## config.mk

```make
export PLATFORM = sky130hd
export DESIGN_NAME = esc_seq_detect
export DESIGN_NICKNAME = d
export VERILOG_FILES = /design/src/rtl/esc_seq_pkg.sv /design/src/rtl/esc_idle_timer.sv /design/src/rtl/esc_seq_fsm.sv /design/src/rtl/esc_seq_detect.sv
export SDC_FILE = /design/constraint.sdc
export NUM_CORES = 1
export LEC_CHECK = 0
export BUFFER_PORTS_ARGS = -buffer_cell sky130_fd_sc_hd__buf_2
export CELL_PAD_IN_SITES_DETAIL_PLACEMENT = 0
export CELL_PAD_IN_SITES_GLOBAL_PLACEMENT = 1
export CORE_MARGIN = 2
export CORE_UTILIZATION = 43
export CTS_CLUSTER_DIAMETER = 150
export DETAILED_ROUTE_END_ITERATION = 8
export PLACE_DENSITY_LB_ADDON = 0.1
export SETUP_SLACK_MARGIN = 0.3
export SYNTH_ARGS = -nofsm -noshare
export SYNTH_HDL_FRONTEND = slang
export SYNTH_SLANG_ARGS = --single-unit
export TNS_END_PERCENT = 10
```

## constraint.sdc

```tcl
create_clock -name clk_i -period 5.6 [get_ports clk_i]
set_input_delay 0.28 -clock clk_i [delete_from_list [all_inputs] [get_ports clk_i]]
set_output_delay 0.28 -clock clk_i [all_outputs]
set_load 0.05 [all_outputs]
```

## src/rtl/esc_seq_pkg.sv

```systemverilog
package esc_seq_pkg;
  typedef enum logic [1:0] {
    ST_ARM  = 2'd0,
    ST_RUN  = 2'd1,
    ST_POST = 2'd2
  } esc_st_e;
endpackage

```

## src/rtl/esc_idle_timer.sv

```systemverilog
module esc_idle_timer #(
  parameter int unsigned TW = 24
) (
  input  logic          clk_i,
  input  logic          rst_ni,
  input  logic          clr_i,
  input  logic          tick_i,
  output logic [TW-1:0] cnt_o
);
  logic [TW-1:0] cnt_q;
  logic          at_max;

  assign at_max = &cnt_q;

  always_ff @(posedge clk_i or negedge rst_ni) begin
    if (!rst_ni)                 cnt_q <= '0;
    else if (clr_i)              cnt_q <= '0;
    else if (tick_i && !at_max)  cnt_q <= cnt_q + 1'b1;
  end

  assign cnt_o = cnt_q;
endmodule

```

## src/rtl/esc_seq_fsm.sv

```systemverilog
module esc_seq_fsm
  import esc_seq_pkg::*;
#(
  parameter int unsigned DW = 8,
  parameter int unsigned CW = 8,
  parameter int unsigned TW = 24
) (
  input  logic          clk_i,
  input  logic          rst_ni,
  input  logic          byte_vld_i,
  input  logic [DW-1:0] byte_i,
  input  logic [DW-1:0] esc_char_i,
  input  logic [CW-1:0] esc_count_i,
  input  logic [TW-1:0] idle_i,
  input  logic [TW-1:0] pre_idle_i,
  input  logic [TW-1:0] gap_tout_i,
  input  logic [TW-1:0] post_idle_i,
  output logic          detect_o
);
  esc_st_e       st_q, st_d;
  logic [CW-1:0] cnt_q, cnt_d;
  logic          det_q, det_d;
  logic          hit;
  logic [CW:0]   need;
  logic [CW:0]   cnt_inc;

  assign hit     = (byte_i == esc_char_i);
  // a zero count behaves as a single-byte sequence
  assign need    = (esc_count_i == '0) ? (CW+1)'(1) : {1'b0, esc_count_i};
  assign cnt_inc = {1'b0, cnt_q} + 1'b1;

  always_comb begin
    st_d  = st_q;
    cnt_d = cnt_q;
    det_d = 1'b0;
    unique case (st_q)
      ST_ARM: begin
        if (byte_vld_i && hit && (idle_i >= pre_idle_i)) begin
          cnt_d = CW'(1);
          st_d  = (need == (CW+1)'(1)) ? ST_POST : ST_RUN;
        end
      end
      ST_RUN: begin
        if (byte_vld_i) begin
          if (hit && (idle_i <= gap_tout_i)) begin
            cnt_d = cnt_inc[CW-1:0];
            if (cnt_inc >= need) st_d = ST_POST;
          end else begin
            st_d = ST_ARM;
          end
        end
      end
      ST_POST: begin
        // an arriving byte wins over a guard expiring in the same cycle
        if (byte_vld_i) begin
          st_d = ST_ARM;
        end else if (idle_i >= post_idle_i) begin
          det_d = 1'b1;
          st_d  = ST_ARM;
        end
      end
      default: st_d = ST_ARM;
    endcase
  end

  always_ff @(posedge clk_i or negedge rst_ni) begin
    if (!rst_ni) begin
      st_q  <= ST_ARM;
      cnt_q <= '0;
      det_q <= 1'b0;
    end else begin
      st_q  <= st_d;
      cnt_q <= cnt_d;
      det_q <= det_d;
    end
  end

  assign detect_o = det_q;
endmodule

```

## src/rtl/esc_seq_detect.sv

```systemverilog
module esc_seq_detect #(
  parameter int unsigned DW = 8,
  parameter int unsigned CW = 8,
  parameter int unsigned TW = 24
) (
  input  logic          clk_i,
  input  logic          rst_ni,
  input  logic          tick_i,
  input  logic          byte_vld_i,
  input  logic [DW-1:0] byte_i,
  input  logic [DW-1:0] esc_char_i,
  input  logic [CW-1:0] esc_count_i,
  input  logic [TW-1:0] pre_idle_i,
  input  logic [TW-1:0] gap_tout_i,
  input  logic [TW-1:0] post_idle_i,
  output logic          detect_o
);
  logic [TW-1:0] idle_cnt;

  esc_idle_timer #(.TW(TW)) u_timer (
    .clk_i  (clk_i),
    .rst_ni (rst_ni),
    .clr_i  (byte_vld_i),
    .tick_i (tick_i),
    .cnt_o  (idle_cnt)
  );

  esc_seq_fsm #(.DW(DW), .CW(CW), .TW(TW)) u_fsm (
    .clk_i       (clk_i),
    .rst_ni      (rst_ni),
    .byte_vld_i  (byte_vld_i),
    .byte_i      (byte_i),
    .esc_char_i  (esc_char_i),
    .esc_count_i (esc_count_i),
    .idle_i      (idle_cnt),
    .pre_idle_i  (pre_idle_i),
    .gap_tout_i  (gap_tout_i),
    .post_idle_i (post_idle_i),
    .detect_o    (detect_o)
  );
endmodule

```

==> results.md <==
| Metric | This run |
| --- | --- |
| Most heavily used metal layer in global routing | met2 |
| Transition at the pin with the smallest max-transition slack | 0.858 ns |
| Hold Path Class | primary input to asynchronous set/reset pin |
| Final Hold Violating Endpoints | 0 |
| RSZ-0062 raised after global routing | no |
| DRT Wirelength | 9.62 mm |
| Final RePlAce weighted congestion | 0.850 |
| DRC | 0 |
| Gate Count Post-Synth | 478 |
| Max Clock Freq | 366 MHz |
| Main flop type after synthesis | dfrtp_1 |
| Startpoint Class | flop |
| Gates resized, CTS repair | 0 |
| Sequential share of the synthesized area | 22.5% |
| Violation count after the first detailed-route iteration | 83 |
| Highest-delay cell along the critical path | nor4_1 |
| Avg Cell Area, Syn | 8.16 um2 |
| Number of standard-cell rows in the floorplan | 34 |
| Core area | 8760 um2 |
| Maximum number of pins on one net before global-route repair | 36 |
| Post-route clock skew | 0.0106 ns |
| Post-synthesis instance area | 3900 um2 |
| Met3 Track Usage GR | 2.88% |
| Arrival time worst endpoint | 2.90 ns |
| Die Span Y | 99.3 um |
| All-layer global routing usage | 20.4% |
| Largest stage delay, worst path | 0.59 ns |
| Clock-pin slew reported for the worst setup and hold paths after clock tree synthesis | 0.08 ns |
| Clock root buffer | clkbuf_8 |
| Total setup buffers inserted after CTS | 0 |
| Fraction of registers with async set or reset after synthesis | 100% |
| First-pass GRT wire length | 16.4 mm |
| Clock tree from TritonCTS | yes |
| Worst VDD drop | 0.0000678 V |
| Maximum fanout along the worst path | 8 |
| Wirelength per Cell | 14.0 um |
| Via count of the first global-routing pass | 3549 |
| Run status | completed |
| Kind of capture point of the worst setup path | flop |
| Area leader, netlist | ha_1 |
| Crit-path cells | ha_1 > nand4_1 > nor4_1 > nand2_1 > o21a_1 > a211o_1 > a22o_1 |
| Lkg Pwr | 2.59 nW |
| Drt pass-1 iters | 4 |
| Final nets | 762 |
| Vias post-DR | 3557 |
| Number of synthesized flops with an enable pin | 0 |
| Length in cells of the worst reg-to-reg path | 7 |
| Number of distinct library cells after synthesis | 50 |
| Required time of the critical path | 5.77 ns |
| CTS buffer count | 5 |
| Layout overhead on the synthesized area | 17.6% |
| Finish-stage setup viols | 0 |
| Die width | 99.3 um |
| Warnings, synthesis | 0 |
| Top post-synthesis cells by area | ha_1 26%, dfrtp_1 22%, inv_1 8.1%, nor2_1 4.2%, xnor2_1 4.0% |
| Antenna violations before repair | 0 |
| Initial cell density of the core | 44.5% |
| Grt met1 use | 28.1% |
| Met2 demand-to-capacity share in global routing | 34.4% |
| Count of non-filler cells in the finished layout | 689 |
| Num ports | 101 |
| Die Footprint | 9850 um2 |
| # port buffers | 100 |
| Total placed cells including tap cells | 681 |
| Clock Latency Late Sink | 0.29 ns |
| Total of max-cap violations | 0 |
| N_diodes | 0 |
| Period utilization | 48.8% |
| Setup Total Neg Slack | 0 ns |
| Via-per-instance ratio | 5.16 |
| Aggregate global routing overflow | 0 |
| Number of pins with negative max-slew slack in the final report | 0 |
| Worst Setup Path Type | flop to flop |
| Leading post-synthesis cells by instance count | 84 x inv_1, 82 x ha_1, 44 x nor2_1 |
| Total number of H-tree levels | 2 |
| Minimum period implied by the final worst setup slack | 2.73 ns |
| Share of the synthesized area in the top cell type | 26.3% |
| #FFs+latches synth | 35 |
| Share of post-route cells with drive strength above 1 | 20.1% |
| Syn nets | 660 |
| Clk sinks | 35 |
| Pwr per Cell Area | 121 nW/um2 |
| DPL Wire Length | 7.82 mm |
| CTS Buffer Depth | 2 |
| Hold_buf cts | 0 |
| Worst max-slew margin expressed relative to the limit | 42.8% |
| Most frequently used cell type in the post-synthesis netlist | inv_1 |
| Remaining number of nets flagged by the antenna check after routing | 0 |
==> path summary, 6_finish.rpt <==
| check | endpoint | start | slack, ns |
|---|---|---|---|
| worst min register to register | u_fsm.st_q[0] | u_fsm.st_q[1] | 0.58 |
| min in group clk_i | u_timer.cnt_o[1] | tick_i | 0.31 |
| worst max register to register | u_fsm.cnt_q[3] | u_timer.cnt_o[19] | 2.87 |
| worst min-delay path | u_timer.cnt_o[15] | rst_ni | 0.1 |
| max in group asynchronous | u_fsm.cnt_q[3] | rst_ni | 4.96 |
| worst max-delay path | u_fsm.cnt_q[3] | u_timer.cnt_o[19] | 2.87 |
==> flip-flops by register name (all words and copies together), names as in the netlist <==
signal / cells
u_timer.cnt_o: 24
u_fsm.cnt_q: 8
u_fsm.detect_o: 1
u_fsm.st_q: 2
==> worst max-delay path, delay by kind of cell, from the launching register on <==
kind | cells | cell delay [ns]
and+or+nand+nor | 3 | 0.89
AOI/OAI and AO/OA | 3 | 0.88
DFF | 1 | 0.48
adders and majority gates | 1 | 0.36
==> power by group <==
group	switching (W)	total, W	internal (W)
clock	0.0000977	0.000185	0.0000875
combinational	0.0000576	0.000112	0.0000547
sequential	0.00000214	0.000256	0.000254
==> per-layer routing <==
layer | share of wire [%] | up-vias
li1 | - | 1869
met5 | 0 | -
met2 | 46 | 72
met4 | 1.0 | 0
met1 | 50 | 1609
met3 | 3.5 | 7
==> per-stage QoR <==
stage,setup WS (ns),hold WS [ns],power [W],utilization [%],cell area [um2]
after floorplan,3.31,-0.0156,0.000319,-,3900
after global placement,2.99,0.437,0.000372,51.4,4510
after detailed placement,2.87,0.445,0.000374,51.4,4510
after CTS,2.85,0.126,0.000560,52.4,4590
after global routing,2.63,0.156,0.000586,52.4,4590
final,2.87,0.0960,0.000554,52.4,4590
==> cell families (layout without fill, tap and decap cells) <==
| group | after synthesis | after routing | share of synthesized area (%) |
|---|---|---|---|
| xor gates and xnor gates | 33 | 33 | 7.41 |
| and+or+nand+nor | 149 | 149 | 19.9 |
| DFF | 35 | 35 | 22.5 |
| adders and majority gates | 82 | 82 | 26.3 |
| AOI/OAI and AO/OA | 89 | 89 | 14.8 |
| buffers and inverters | 89 | 192 | 8.85 |
| muxes | 1 | 1 | 0.257 |
==> layout by cell type, fill, tap and decap left out, types with 3 or more instances in the layout <==
cell type / Yosys / final
ha_1: 82 / 82
and4_1: 6 / 6
nor3_1: 8 / 8
a211oi_1: 9 / 9
nand2_1: 34 / 34
inv_1: 84 / 84
xnor2_1: 18 / 18
dfrtp_1: 35 / 35
or3_1: 3 / 3
xor2_1: 15 / 15
a211o_1: 3 / 3
nand3_1: 13 / 13
a21o_1: 9 / 9
buf_2: 0 / 100
nand4_1: 18 / 18
o21ai_0: 17 / 17
nand2b_1: 5 / 5
a22o_1: 4 / 4
clkbuf_8: 0 / 5
a21oi_1: 28 / 28
nor4_1: 5 / 5
nor2_1: 44 / 44
==> area by class of cell <==
class                      instances  area [um2]
clock buffer                       7        76.3
multi-input combinational        354        2680
clock inverter                     1        5.00
fill                             873        4180
inverter                          84         315
tap                              108         135
sequential                        35         876
timing repair buffer             100         500
Note: power is estimated with default switching activity, not from simulation.
